$ cat config.mk
export PLATFORM = sky130hd
export DESIGN_NAME = pageScanOut
export DESIGN_NICKNAME = d
export VERILOG_FILES = /design/src/rtl/scanOutPkg.sv /design/src/rtl/scanOutCtrl.sv /design/src/rtl/scanOutPath.sv /design/src/rtl/pageScanOut.sv
export SDC_FILE = /design/constraint.sdc
export NUM_CORES = 1
export LEC_CHECK = 0
export BUFFER_PORTS_ARGS = -buffer_cell sky130_fd_sc_hd__buf_2
export CAP_MARGIN = 20
export CORE_AREA = 8 8 77 79
export CTS_BUF_LIST = sky130_fd_sc_hd__clkbuf_2 sky130_fd_sc_hd__clkbuf_4 sky130_fd_sc_hd__clkbuf_8
export CTS_CLUSTER_SIZE = 20
export DETAILED_ROUTE_END_ITERATION = 10
export DIE_AREA = 0 0 85 87
export GPL_TIMING_DRIVEN = 0
export PLACE_DENSITY = 0.62
export SLEW_MARGIN = 20
export SYNTH_ARGS = -nofsm -noshare
export SYNTH_HDL_FRONTEND = slang
export SYNTH_SLANG_ARGS = --single-unit
$ cat constraint.sdc
create_clock -name clk -period 9.1 [get_ports clk]
set_input_delay 0.91 -clock clk [delete_from_list [all_inputs] [get_ports clk]]
set_output_delay 0.91 -clock clk [all_outputs]
set_load 0.02 [all_outputs]
$ cat src/rtl/scanOutPkg.sv
package scanOutPkg;

  typedef enum logic [0:0] {
    ST_IDLE = 1'b0,
    ST_SCAN = 1'b1
  } scanState_t;

  // Strobes sent from the sequencer to the datapath, one set per cycle.
  typedef struct packed {
    logic issue;      // a read for (rowIdx, colIdx) goes out this cycle
    logic capture;    // sample the frame controls at this edge
    logic rowFirst;   // this read belongs to column 0 of a row
    logic frameFirst; // this read belongs to row 0, column 0
  } scanStrobe_t;

endpackage

$ cat src/rtl/scanOutCtrl.sv
module scanOutCtrl
  import scanOutPkg::*;
#(
  parameter  int VIS_COLS = 96,
  parameter  int VIS_ROWS = 16,
  localparam int COL_W    = $clog2(VIS_COLS),
  localparam int ROW_W    = $clog2(VIS_ROWS)
) (
  input  logic              clk,
  input  logic              rstN,
  input  logic              frameReq,
  output scanStrobe_t       strobe,
  output logic [COL_W-1:0]  colIdx,
  output logic [ROW_W-1:0]  rowIdx,
  output logic              busy
);

  localparam logic [COL_W-1:0] LAST_COL = COL_W'(VIS_COLS - 1);
  localparam logic [ROW_W-1:0] LAST_ROW = ROW_W'(VIS_ROWS - 1);

  scanState_t state;
  logic       colWrap;
  logic       frameDone;

  assign colWrap   = (colIdx == LAST_COL);
  assign frameDone = colWrap && (rowIdx == LAST_ROW);

  always_ff @(posedge clk) begin
    if (!rstN) begin
      state  <= ST_IDLE;
      colIdx <= '0;
      rowIdx <= '0;
    end else begin
      unique case (state)
        ST_IDLE: begin
          if (frameReq) begin
            state  <= ST_SCAN;
            colIdx <= '0;
            rowIdx <= '0;
          end
        end
        ST_SCAN: begin
          if (colWrap) begin
            colIdx <= '0;
            if (frameDone) begin
              state  <= ST_IDLE;
              rowIdx <= '0;
            end else begin
              rowIdx <= rowIdx + 1'b1;
            end
          end else begin
            colIdx <= colIdx + 1'b1;
          end
        end
        default: state <= ST_IDLE;
      endcase
    end
  end

  always_comb begin
    strobe            = '0;
    strobe.issue      = (state == ST_SCAN);
    strobe.capture    = (state == ST_IDLE) && frameReq;
    strobe.rowFirst   = (state == ST_SCAN) && (colIdx == '0);
    strobe.frameFirst = (state == ST_SCAN) && (colIdx == '0) && (rowIdx == '0);
  end

  assign busy = (state == ST_SCAN);

endmodule

$ cat src/rtl/scanOutPath.sv
module scanOutPath
  import scanOutPkg::*;
#(
  parameter  int VIS_COLS   = 96,
  parameter  int VIS_ROWS   = 16,
  parameter  int MEM_COLS   = 132,
  parameter  int COL_OFFSET = 36,
  parameter  int LINES      = 64,
  parameter  int BYTE_W     = 8,
  localparam int COL_W      = $clog2(VIS_COLS),
  localparam int ROW_W      = $clog2(VIS_ROWS),
  localparam int LINE_W     = $clog2(LINES),
  localparam int BIT_W      = $clog2(BYTE_W),
  localparam int PAGES      = LINES / BYTE_W,
  localparam int PAGE_W     = LINE_W - BIT_W,
  localparam int ADDR_W     = $clog2(MEM_COLS * PAGES)
) (
  input  logic              clk,
  input  logic              rstN,
  input  scanStrobe_t       strobe,
  input  logic [COL_W-1:0]  colIdx,
  input  logic [ROW_W-1:0]  rowIdx,
  input  logic [LINE_W-1:0] startLine,
  input  logic              inverseEn,
  input  logic              allOnEn,
  input  logic              displayEn,
  output logic              memRdEn,
  output logic [ADDR_W-1:0] memAddr,
  input  logic [BYTE_W-1:0] memRdData,
  output logic              pixOut,
  output logic              pixValid,
  output logic              lineStart,
  output logic              frameStart
);

  // Frame controls held for the whole frame.
  logic [LINE_W-1:0] startQ;
  logic              invQ;
  logic              allOnQ;
  logic              enQ;

  // Line translation: scroll, then split the line into page and bit.
  logic [LINE_W-1:0] memLine;
  logic [PAGE_W-1:0] pageIdx;
  logic [BIT_W-1:0]  bitIdx;

  // One stage that lines up with the memory latency.
  logic              validQ;
  logic              rowFirstQ;
  logic              frameFirstQ;
  logic [BIT_W-1:0]  bitQ;
  logic              rawBit;

  always_ff @(posedge clk) begin
    if (!rstN) begin
      startQ <= '0;
      invQ   <= 1'b0;
      allOnQ <= 1'b0;
      enQ    <= 1'b0;
    end else if (strobe.capture) begin
      startQ <= startLine;
      invQ   <= inverseEn;
      allOnQ <= allOnEn;
      enQ    <= displayEn;
    end
  end

  // The sum wraps at LINES because LINES is a power of two.
  assign memLine = LINE_W'(rowIdx) + startQ;
  assign pageIdx = memLine[LINE_W-1:BIT_W];
  assign bitIdx  = memLine[BIT_W-1:0];

  assign memRdEn = strobe.issue;
  assign memAddr = ADDR_W'(pageIdx) * ADDR_W'(MEM_COLS)
                 + ADDR_W'(COL_OFFSET)
                 + ADDR_W'(colIdx);

  always_ff @(posedge clk) begin
    if (!rstN) begin
      validQ      <= 1'b0;
      rowFirstQ   <= 1'b0;
      frameFirstQ <= 1'b0;
      bitQ        <= '0;
    end else begin
      validQ      <= strobe.issue;
      rowFirstQ   <= strobe.rowFirst;
      frameFirstQ <= strobe.frameFirst;
      bitQ        <= bitIdx;
    end
  end

  assign rawBit = memRdData[bitQ];

  // Disable overrides entire-on, and entire-on overrides inverse.
  always_comb begin
    if (!validQ || !enQ) pixOut = 1'b0;
    else if (allOnQ)     pixOut = 1'b1;
    else                 pixOut = rawBit ^ invQ;
  end

  assign pixValid   = validQ;
  assign lineStart  = rowFirstQ;
  assign frameStart = frameFirstQ;

endmodule

$ cat src/rtl/pageScanOut.sv
module pageScanOut
  import scanOutPkg::*;
#(
  parameter  int VIS_COLS   = 96,
  parameter  int VIS_ROWS   = 16,
  parameter  int MEM_COLS   = 132,
  parameter  int COL_OFFSET = 36,
  parameter  int LINES      = 64,
  parameter  int BYTE_W     = 8,
  localparam int LINE_W     = $clog2(LINES),
  localparam int PAGES      = LINES / BYTE_W,
  localparam int ADDR_W     = $clog2(MEM_COLS * PAGES)
) (
  input  logic              clk,
  input  logic              rstN,
  input  logic              frameReq,
  input  logic [LINE_W-1:0] startLine,
  input  logic              inverseEn,
  input  logic              allOnEn,
  input  logic              displayEn,
  output logic              memRdEn,
  output logic [ADDR_W-1:0] memAddr,
  input  logic [BYTE_W-1:0] memRdData,
  output logic              pixOut,
  output logic              pixValid,
  output logic              lineStart,
  output logic              frameStart,
  output logic              busy
);

  localparam int COL_W = $clog2(VIS_COLS);
  localparam int ROW_W = $clog2(VIS_ROWS);

  scanStrobe_t      strobe;
  logic [COL_W-1:0] colIdx;
  logic [ROW_W-1:0] rowIdx;

  scanOutCtrl #(
    .VIS_COLS (VIS_COLS),
    .VIS_ROWS (VIS_ROWS)
  ) u_ctrl (
    .clk      (clk),
    .rstN     (rstN),
    .frameReq (frameReq),
    .strobe   (strobe),
    .colIdx   (colIdx),
    .rowIdx   (rowIdx),
    .busy     (busy)
  );

  scanOutPath #(
    .VIS_COLS   (VIS_COLS),
    .VIS_ROWS   (VIS_ROWS),
    .MEM_COLS   (MEM_COLS),
    .COL_OFFSET (COL_OFFSET),
    .LINES      (LINES),
    .BYTE_W     (BYTE_W)
  ) u_path (
    .clk        (clk),
    .rstN       (rstN),
    .strobe     (strobe),
    .colIdx     (colIdx),
    .rowIdx     (rowIdx),
    .startLine  (startLine),
    .inverseEn  (inverseEn),
    .allOnEn    (allOnEn),
    .displayEn  (displayEn),
    .memRdEn    (memRdEn),
    .memAddr    (memAddr),
    .memRdData  (memRdData),
    .pixOut     (pixOut),
    .pixValid   (pixValid),
    .lineStart  (lineStart),
    .frameStart (frameStart)
  );

endmodule

==> impl_metrics.toml <==
[pwr]
internal-power_mw = 0.173
leakagePower_nw = 0.864
power.switching_mw = 0.0666
peakVddDrop_mv = 0.0608
swShare_pct = 27.8
total_power_mw = 0.239
power.clock.fraction_pct = 28.0
power_frac_seq_pct = 53.6
comb_power_share_pct = 18.4
power_density_nw_per_um2 = 128

[logic_synthesis]
yosysUniqueCellTypes = 34
synth_area_um2 = 1580
seq_area_frac_synth_pct = 34.3
synthTopCellsByCount = "dfxtp_1 (27), nand2_1 (25), a21oi_1 (20)"
synth_top_area_share_pct = 34.3
synth_edf_count = 0
postSynthCellCount = 185
syn_nets = 222
synth_area_leaders = "dfxtp_1 (34%), ha_1 (12%), a21oi_1 (6.4%), nand2_1 (6.0%), mux4_1 (3.3%)"
ys_ff_latch = 27
syn_area_per_cell_um2 = 8.51
async_flop_share_pct = 0
yosys_warnings = 0
synth_most_common_cell = "dfxtp_1"
synth_top_flop_cell = "dfxtp_1"
synth_top_cell_by_area = "dfxtp_1"

[global_routing]
gr-usage-met1_pct = 13.1
grt_pass1_wl_um = 6290
track_usage_pct = 10.2
grt_use_met3_pct = 1.42
grt_busiest_layer = "met2"
use_met2_pct = 16.9
first_global_vias = 1318
grt_max_degree = 16
grt.overflow.total = 0
antenna_found_initial = 0

[critical_path]
critPathRequiredTime_ns = 8.19
endpoint = "memAddr[8]"
path_max_fanout = 6
startpoint = "u_ctrl.rowIdx[1]"
crit_top_cell = "ha_1"
timing.rr.end = "u_ctrl.rowIdx[1]"
crit_path_end_kind = "output port"
crit_arrival_ns = 3.65
r2r-start = "u_ctrl.colIdx[0]"
worstSetupStartpointType = "flop"
crit_slowest_cell = "dfxtp_1"
worstSetupPathType = "flop to output port"
rrSetupSlack_ns = 7.25
r2r_cells = 6
cp_cell_sequence = "ha_1, a211oi_1, nor3b_1, o21ai_0, xor2_1, inv_1, ha_1, ha_1, a21o_1, a21oi_1, nor2b_1, o21ai_0, xnor2_1, buf_2"
cp_slowest_stage_delay_ns = 0.46

[clock_network]
hold_buffers = 0
insertion_delay_ns = 0.27
htree_levels = 1
clock_tree.root_cell = "clkbuf_8"
cts_buffers = 3
cts.sinks = 27
cts.reportedPaths.clkPinSlew_ns = 0.09
cts_tree = "done"
ctsResizeCount = 0
clockBufferDepth = 2
cts_setup_buffers = 0

[sta]
tns_ns = 0
clock_skew_ns = 0.00143
worst_pin_slew_ns = 0.529
post-route-period-util_pct = 50.1
setup_viol = 0
final.setup.worst_slack_ns = 4.54
max_freq_mhz = 219
rsz0062_at_grt = "false"
hold-worst-slack_ns = 0.462
hold_viol = 0
slew_viol_final = 0
slew-limit-headroom_pct = 64.7
period_minus_slack_ns = 4.56

[die]
fp.dieW_um = 85
io_pins = 37
rows = 26
core_um2 = 4850
initial_core_util_pct = 32.5
die_area_um2 = 7400
die_h_um = 87

[route]
drc = 0
drt-wirelength-per-cell_um = 12.9
dr.pass1.iters = 4
vias = 1384
detail-route-antenna-nets = 0
wl_um = 3630
viasPerCell = 4.93
drt_iter0_drc = 100

[flow_run]
cap_violations = 0

[cells_and_area]
final_cells = 281
final_layout_size_suffix_gt1_share_pct = 20.9
area_delta_synth_final_pct = 18.8
nets = 263
design_area_um2 = 1870
final_util_pct = 38.6
antennaDiodeCount = 0

[place]
post_dp_cell_area_um2 = 1830
pre_cts_slack_ns = 4.80
dp_hpwl_um = 2830
dp.cells = 277
place.gp.congestion = 0.763
port_buffers = 36

[status]
status = "finished, final reports clean"

[hold_path]
worst_hold_path_type = "flop to flop"
worst min path at each step:
| stage | cells past startpoint | endpoint | startpoint | slack, ns |
|---|---|---|---|---|
| global route | 2 | u_path.enQ | u_path.enQ | 0.50 |
| CTS | 2 | u_path.enQ | u_path.enQ | 0.47 |
| global placement | 2 | u_path.enQ | u_path.enQ | 0.45 |
| detailed placement | 2 | u_path.enQ | u_path.enQ | 0.45 |
| finish | 2 | u_path.enQ | u_path.enQ | 0.46 |
| floorplan | 2 | u_path.allOnQ | u_path.allOnQ | 0.44 |
registers in the layout (all words and copies together), names as in the netlist:
signal	cells
u_path.allOnQ	1
u_path.frameStart	1
u_path.pixValid	1
u_ctrl.colIdx	7
u_path.lineStart	1
u_ctrl.busy	1
u_ctrl.rowIdx	4
u_path.invQ	1
u_path.enQ	1
u_path.startQ	6
u_path.bitQ	3
metal layers:
metal | vias to the layer above | part of all wire, %
met2 | 29 | 47
met3 | 4 | 4.1
met5 | - | 0
met1 | 630 | 47
met4 | 0 | 1.6
li1 | 721 | -
cells by family (layout without fill, tap and decap cells):
family          Yosys count  count (layout)  synth area share, %
simple gates             68              68                 20.2
mux                       4               4                 4.69
fa+ha+maj                17              17                 14.5
compound gates           38              38                 14.7
buf+inv                  20              60                 5.56
xor+xnor                 11              11                 6.12
flops                    27              27                 34.3
placed cells by master (no fill, tap or decap), types with 2 or more instances in the layout:
cell      instances
clkbuf_1          5
nand3_1           8
nor3_1            4
fa_1              2
nand2b_1          2
nor2_1           14
buf_4             3
nand2_1          25
nor2b_1           4
clkbuf_8          3
dfxtp_1          27
a211oi_1          2
a21oi_1          20
o21ai_0           5
inv_1            11
nor3b_1           2
mux4_1            2
nand4_1           4
a21o_1            3
xor2_1            5
ha_1             15
xnor2_1           6
buf_2            37
a31oi_1           2
and2_1            3
power groups by stage:
stage / registers (mW) / logic (mW) / clock network (mW)
after global routing: 0.129 / 0.0498 / 0.0759
final: 0.128 / 0.0440 / 0.0670
after CTS: 0.128 / 0.0447 / 0.0705
after floorplan: 0.132 / 0.0284 / 0
after detailed placement: 0.131 / 0.0444 / 0
after global placement: 0.131 / 0.0441 / 0
worst max-delay path, delay by kind of cell, from the launching register on:
| family | cells | cell delay (ns) |
|---|---|---|
| AOI/OAI and AO/OA | 5 | 1.16 |
| xor gates and xnor gates | 2 | 0.43 |
| adders and majority gates | 3 | 0.89 |
| buffers and inverters | 2 | 0.25 |
| DFF | 1 | 0.46 |
| and+or+nand+nor | 2 | 0.17 |
area by class of cell:
type	instances	area, um2
Fill cell	497	2980
Multi-Input combinational cell	138	947
Sequential cell	27	541
Timing Repair Buffer	36	180
Tap cell	56	70.1
Buffer	9	46.3
Clock buffer	3	41.3
Inverter	11	41.3
Clock inverter	1	5.00
(Power assumes the default switching activity.)
